**config.mk**
```make
export PLATFORM = sky130hd
export DESIGN_NAME = remote_irq_ctrl
export DESIGN_NICKNAME = d
export VERILOG_FILES = /design/src/rtl/rfi_pkg.sv /design/src/rtl/rfi_ctrl_reg.sv /design/src/rtl/rfi_latch.sv /design/src/rtl/remote_irq_ctrl.sv
export SDC_FILE = /design/constraint.sdc
export NUM_CORES = 1
export LEC_CHECK = 0
export ABC_AREA = 1
export BUFFER_PORTS_ARGS = -buffer_cell sky130_fd_sc_hd__buf_2
export CORE_AREA = 5 5 42 44
export CTS_CLUSTER_DIAMETER = 120
export CTS_CLUSTER_SIZE = 28
export DETAILED_ROUTE_END_ITERATION = 12
export DIE_AREA = 0 0 47 49
export PLACE_DENSITY = 0.65
export SLEW_MARGIN = 30
export SYNTH_ARGS = -nofsm -noshare
export SYNTH_HDL_FRONTEND = slang
export SYNTH_HIERARCHICAL = 1
export SYNTH_SLANG_ARGS = --single-unit
export TNS_END_PERCENT = 50
```
**constraint.sdc**
```tcl
create_clock -name clk -period 0.9 [get_ports clk]
set_clock_uncertainty 0.2 [all_clocks]
set_input_delay 0 -clock clk [delete_from_list [all_inputs] [get_ports clk]]
set_output_delay 0 -clock clk [all_outputs]
set_load 0.02 [all_outputs]
```
**src/rtl/rfi_pkg.sv**
```systemverilog
package rfi_pkg;
  localparam int unsigned CTRL_ADDR = 0;
  localparam int unsigned STAT_ADDR = 1;
  localparam int unsigned GIE_BIT   = 0;
  localparam int unsigned SRC_BIT   = 1;
  localparam int unsigned PEND_BIT  = 0;
  localparam int unsigned ARM_BIT   = 1;
endpackage

```
**src/rtl/rfi_ctrl_reg.sv**
```systemverilog
module rfi_ctrl_reg #(
  parameter int unsigned DATA_W = 8
) (
  input  logic              clk,
  input  logic              rst_n,
  input  logic              wr_en,
  input  logic [DATA_W-1:0] wdata,
  output logic              gie,
  output logic              src_en
);
  import rfi_pkg::*;

  logic gie_q, gie_d, src_q, src_d;

  always_comb begin
    gie_d = gie_q;
    src_d = src_q;
    if (wr_en) begin
      gie_d = wdata[GIE_BIT];
      src_d = wdata[SRC_BIT];
    end
  end

  always_ff @(posedge clk or negedge rst_n) begin
    if (!rst_n) begin
      gie_q <= 1'b0;
      src_q <= 1'b0;
    end else begin
      gie_q <= gie_d;
      src_q <= src_d;
    end
  end

  assign gie    = gie_q;
  assign src_en = src_q;


  wr_take_chk: assert property (@(posedge clk) disable iff (!rst_n)
    wr_en |=> (gie_q == $past(wdata[GIE_BIT]) && src_q == $past(wdata[SRC_BIT])));
endmodule

```
**src/rtl/rfi_latch.sv**
```systemverilog
module rfi_latch (
  input  logic clk,
  input  logic rst_n,
  input  logic en_all,
  input  logic rd_stat,
  input  logic remote_n,
  output logic armed,
  output logic pending
);
  logic arm_q, arm_d;
  logic seen_q, seen_d;
  logic pend_q, pend_d;
  logic fire;

  always_comb begin
    fire   = arm_q & en_all & seen_q & ~remote_n;
    arm_d  = arm_q | rd_stat;
    seen_d = rd_stat ? remote_n : (seen_q | remote_n);
    pend_d = rd_stat ? 1'b0 : (pend_q | fire);
  end

  always_ff @(posedge clk or negedge rst_n) begin
    if (!rst_n) begin
      arm_q  <= 1'b0;
      seen_q <= 1'b0;
      pend_q <= 1'b0;
    end else begin
      arm_q  <= arm_d;
      seen_q <= seen_d;
      pend_q <= pend_d;
    end
  end

  assign armed   = arm_q;
  assign pending = pend_q;


  pend_rise_chk: assert property (@(posedge clk) disable iff (!rst_n)
    (!pend_q ##1 pend_q) |-> $past(arm_q && en_all && !remote_n));

  rd_clr_chk: assert property (@(posedge clk) disable iff (!rst_n)
    rd_stat |=> !pend_q);

  arm_hold_chk: assert property (@(posedge clk) disable iff (!rst_n)
    arm_q |=> arm_q);
endmodule

```
**src/rtl/remote_irq_ctrl.sv**
```systemverilog
module remote_irq_ctrl #(
  parameter int unsigned ADDR_W = 2,
  parameter int unsigned DATA_W = 8
) (
  input  logic              clk,
  input  logic              rst_n,
  input  logic              reg_wr,
  input  logic              reg_rd,
  input  logic [ADDR_W-1:0] reg_addr,
  input  logic [DATA_W-1:0] reg_wdata,
  output logic [DATA_W-1:0] reg_rdata,
  input  logic              remote_irq_n,
  output logic              irq_n
);
  import rfi_pkg::*;

  localparam logic [ADDR_W-1:0] A_CTRL = ADDR_W'(CTRL_ADDR);
  localparam logic [ADDR_W-1:0] A_STAT = ADDR_W'(STAT_ADDR);

  logic gie, src_en, en_all, armed, pending;
  logic wr_ctrl, rd_stat;

  assign wr_ctrl = reg_wr && (reg_addr == A_CTRL);
  assign rd_stat = reg_rd && (reg_addr == A_STAT);
  assign en_all  = gie & src_en;

  rfi_ctrl_reg #(.DATA_W(DATA_W)) u_ctrl (
    .clk    (clk),
    .rst_n  (rst_n),
    .wr_en  (wr_ctrl),
    .wdata  (reg_wdata),
    .gie    (gie),
    .src_en (src_en)
  );

  rfi_latch u_latch (
    .clk      (clk),
    .rst_n    (rst_n),
    .en_all   (en_all),
    .rd_stat  (rd_stat),
    .remote_n (remote_irq_n),
    .armed    (armed),
    .pending  (pending)
  );

  always_comb begin
    reg_rdata = '0;
    if (reg_rd) begin
      if (reg_addr == A_CTRL) begin
        reg_rdata[GIE_BIT] = gie;
        reg_rdata[SRC_BIT] = src_en;
      end else if (reg_addr == A_STAT) begin
        reg_rdata[PEND_BIT] = pending;
        reg_rdata[ARM_BIT]  = armed;
      end
    end
  end

  assign irq_n = ~(pending & en_all);


  irq_arm_chk: assert property (@(posedge clk) disable iff (!rst_n)
    !irq_n |-> armed);

  irq_mask_chk: assert property (@(posedge clk) disable iff (!rst_n)
    (!gie || !src_en) |-> irq_n);
endmodule

```
# ---- Word-level counts from Yosys, hierarchy flattened
# Index checks and enable logic that the tools add are counted.
dict set report word_totals {
  regBits 5
  output_inout_bits 9
  wordCells 24
}
dict set report classes {
  n_eq_ne 1
  muxes 5
  n_bitwise 10
  reduce_logical 3
}
# cell count
set ops {}
lappend ops {{$mux W2} 3}
lappend ops {{$and A1 B1 Y1} 5}
lappend ops {{$or A1 B1 Y1} 3}
lappend ops {{$eq A2 B1 Y1 const B} 1}
lappend ops {{$logic_and A1 B1 Y1} 2}
lappend ops {{$logic_not A2 Y1} 1}
lappend ops {{$mux W1} 2}
lappend ops {{$not A1 Y1} 2}

# ---- Depth between registers and ports, before layout
dict set report logic_depth {
  ltp_word 6
  mapped_depth 6
}

# ---- Cells and area by module
# Netlist, hierarchy kept.
# module n_inst cells_per_inst area_each_um2
set by_module_without_submodules {}
lappend by_module_without_submodules {rfi_latch 1 13 123.9}
lappend by_module_without_submodules {remote_irq_ctrl 1 22 121.4}
lappend by_module_without_submodules {rfi_ctrl_reg 1 9 76.3}

# ---- Least setup slack after synthesis
# No wires, ideal clock.
dict set report synth_path {
  kind {reg2reg}
  from {register u_ctrl.src_q, in the netlist u_ctrl/src_en}
  to {register u_latch.pend_q, in the netlist u_latch/pending}
  setup_ps 117
  t_arrival_ps 643
  setup_slack_ps -60
  stages_incl_launch_ff 7
  path_buffers 0
  period_less_slack_ps 960
  cell_sequence {dfrtp_1 nand2_1 inv_1 nand2_1 inv_1 nand2_1 a21oi_2}
}
dict set report synth_between {
  elab_chain_cells 6
}
# element line_no
set synth_rtl {}
lappend synth_rtl {{from (decl)} rfi_ctrl_reg.sv:13} ;# logic gie_q, gie_d, src_q, src_d;
lappend synth_rtl {{from (signal assigned)} rfi_ctrl_reg.sv:30} ;# src_q <= src_d;
lappend synth_rtl {{$and A1 B1 Y1} remote_irq_ctrl.sv:25} ;# assign en_all = gie & src_en;
lappend synth_rtl {{net en_all} remote_irq_ctrl.sv:20} ;# logic gie, src_en, en_all, armed, pending;
lappend synth_rtl {{$and A1 B1 Y1 (3 in series)} rfi_latch.sv:16} ;# fire = arm_q & en_all & seen_q & ~remote_n;
lappend synth_rtl {{$or A1 B1 Y1} rfi_latch.sv:19} ;# pend_d = rd_stat ? 1'b0 : (pend_q | fire);
lappend synth_rtl {{$mux W1} rfi_latch.sv:19}
lappend synth_rtl {{net u_latch.pend_d} rfi_latch.sv:12} ;# logic pend_q, pend_d;
lappend synth_rtl {{to (signal assigned)} rfi_latch.sv:30} ;# pend_q <= pend_d;
lappend synth_rtl {{to (decl)} rfi_latch.sv:12}
# The timed path passes the listed nets, and every way through them passes these cells.
# A chain may end at the register's enable or synchronous reset.

# ---- Worst setup path after layout
dict set report layout_path {
  from {register u_ctrl.gie_q, in the netlist u_ctrl/gie}
  to {output port reg_rdata[0]}
}
dict set report layout_between {
  elab_chain_cells 2
}
# element line_no
set layout_rtl {}
lappend layout_rtl {{from (decl)} rfi_ctrl_reg.sv:13}
lappend layout_rtl {{from (signal assigned)} rfi_ctrl_reg.sv:29} ;# gie_q <= gie_d;
lappend layout_rtl {{$mux W2} remote_irq_ctrl.sv:49} ;# if (reg_addr == A_CTRL) begin
lappend layout_rtl {{$mux W2} remote_irq_ctrl.sv:48} ;# if (reg_rd) begin
lappend layout_rtl {{to (decl)} remote_irq_ctrl.sv:11} ;# output logic [DATA_W-1:0] reg_rdata,
# No other way between the ends.

==> out/results.ini <==
[outcome]
outcome = complete, but fails checks
violations = hold timing, setup timing

[route]
detail_route.wl_per_cell_microns = 7.71
via_count = 310
ant_nets = 0
viasPerCell = 3.78
drc = 0
dr.pass1.iters = 1
drt-initial-drc-count = 0
wl_microns = 632

[placement]
portBuffers = 11
hpwl_microns = 571
pre_cts_ws_ns = -0.111
gp_congestion = 0.762
postPlaceCellArea_sq_um = 400

[flow_run]
drv_cap = 0

[clock_tree]
cts_tree = done
ctsHoldBuffers = 3
h-tree-depth = 1
cts_made_buffers = 3
clock-sinks = 5
clk_pin_slew_ns = 0.04
cts.path.max_buffers = 2
ctsRootBufferMaster = clkbuf_4
insertion_delay_ns = 0.23

[worst_setup_path]
crit_path_cell_trace = nand2_1, inv_1, nand2_1, nand2_1, buf_6
critPathMaxStageDelay_ns = 0.39
crit_path_max_fanout = 3
cp_slowest_cell = dfrtp_1
crit_type = flip-flop to output pin
crit_required_ns = 0.70
arrival_ns = 0.95
end_kind = output pin
start_kind = flip-flop
crit_top_cell = nand2_1

[global_routing]
grt_pass1_wl_microns = 1030
gr-total-overflow = 0
grt_max_degree = 6
grt_antenna_before_repair = 0
grt_pass1_vias = 304
grt_usage = 0.0602

[hold_path]
hold_class = input port to flip-flop

[die]
die-area_sq_mm = 0.00230
core_area_sq_mm = 0.00140
top_level_ports = 24
initial_core_util = 0.229
die_w_microns = 47
dieHeight_microns = 49
rows = 14

[sta]
tns_ns = -0.800
worst_hold_slack_ns = -0.224
drv_slew = 0
period_share = 1.28
fmax_mhz = 869
hold_violations = 9
setup_viol = 5
setup_ws_ns = -0.251
period_minus_slack_ns = 1.15
rsz0062_at_grt = true

[yosys]
avgSynthCellArea_sq_um = 7.31
synth_seq_area_share = 0.389
synth_top_family_by_area = simple AND/OR/NAND/NOR gates
synth-simple-area-share = 0.315
synth_adder_area_share = 0
yosysUniqueCellTypes = 12
synth_compound_area_frac = 0.0506
synthCells = 44
ys_ff_latch = 5
synth.area.mux_share = 0
ys_warn_count = 6
syn_area_sq_um = 322
yosys.area_share.xor_xnor = 0

[layout]
stdcell_area_sq_um = 485
layout_common_cells = 14 x nand2_1, 8 x inv_1, 8 x buf_2, 6 x conb_1
multi_input_area_sq_um = 143
nets = 82
num_antenna_cells = 0
layout_commonest_cell = nand2_1
layout-area-overhead-vs-synth_pct = 51.0
drive_above_1_share = 0.364
register_area_sq_um = 125
nFillCells = 159

[pwr]
irDropWorstVdd_mv = 0.566
power_uw = 705
p_per_area_mw_per_mm2 = 1450
leakagePower_nw = 0.280

[final cells by class]
class / count / area share
clock buffers: 4 / 0.0541
inverters: 8 / 0.0619
multi-input cells: 30 / 0.294
flip-flops and latches: 5 / 0.258
well taps: 16 / 0.0412
repair buffers: 19 / 0.291
[cells in the mapped netlist]
master   count  area (sq um)
buf_4        6          45.0
inv_1        8          30.0
nand4_1      2          12.5
dfrtp_1      5           125
nand3_1      1          5.00
conb_1       1          3.75
and3_2       1          7.51
nor3b_1      1          7.51
a21oi_2      1          8.76
a21o_1       1          7.51
nor2_2       2          12.5
nand2_1     15          56.3
[power by group]
group / switching (mW) / leakage [nW] / internal (mW)
registers: 0.0224 / 0.0560 / 0.255
clock network: 0.0798 / 0.0150 / 0.167
logic: 0.0946 / 0.209 / 0.0864
[final timing paths]
| kind | from | to | slack [ns] | cells after the start |
|---|---|---|---|---|
| setup / recovery | u_ctrl/gie$_DFFE_PN0P_ | reg_rdata[0] | -0.25 | 5 |
| hold / removal | remote_irq_n | u_latch/seen_q$_DFF_PN0_ | -0.22 | 2 |
| setup reg to reg | u_ctrl/src_en$_DFFE_PN0P_ | u_latch/pending$_DFF_PN0_ | -0.11 | 6 |
| hold reg to reg | u_latch/seen_q$_DFF_PN0_ | u_latch/seen_q$_DFF_PN0_ | 0.30 | 1 |
| max in group asynchronous | rst_n | u_latch/pending$_DFF_PN0_ | 0.47 | 2 |
| min in group asynchronous | rst_n | u_latch/seen_q$_DFF_PN0_ | -0.10 | 2 |
[sequential cells by signal (all words and copies together), names as in the netlist]
signal	count
u_ctrl/gie	1
u_ctrl/src_en	1
u_latch/armed	1
u_latch/pending	1
u_latch/seen_q	1
[worst max-delay path, delay by kind of cell (launching register included)]
kind,cells,cell delay (ns)
DFF,1,0.39
and+or+nand+nor,3,0.16
buffers and inverters,2,0.16
[cells by family (layout without fill, tap and decap cells)]
kind of cell	count (synthesis)	in the layout
other cells	1	6
simple gates	22	22
flops	5	5
compound gates	2	2
buf+inv	14	31
[what timing repair did]
| item | CTS | global route |
|---|---|---|
| hold endpoints to repair | 9 | 9 |
| cloned | 0 | 0 |
| setup endpoints to repair | 4 | 6 |
| pin swaps | 1 | 3 |
| buffers inserted | 1 | 0 |
| resized for setup | 4 | 3 |
[per-stage QoR]
| stage | util | instances |
|---|---|---|
| after detailed placement | 0.286 | 74 |
| after global routing | 0.346 | 82 |
| final | 0.346 | 82 |
| after floorplan | - | 49 |
| after global placement | 0.286 | 74 |
| after CTS | 0.340 | 82 |
[metal layers]
metal	wire length, microns	track usage	vias to the layer above
li1	-	-	164
met4	0	0.0276	0
met2	351	0.106	8
met3	55	0.0221	0
met1	225	0.0582	138
met5	0	0	-
Power figures use the tool's default switching activity.
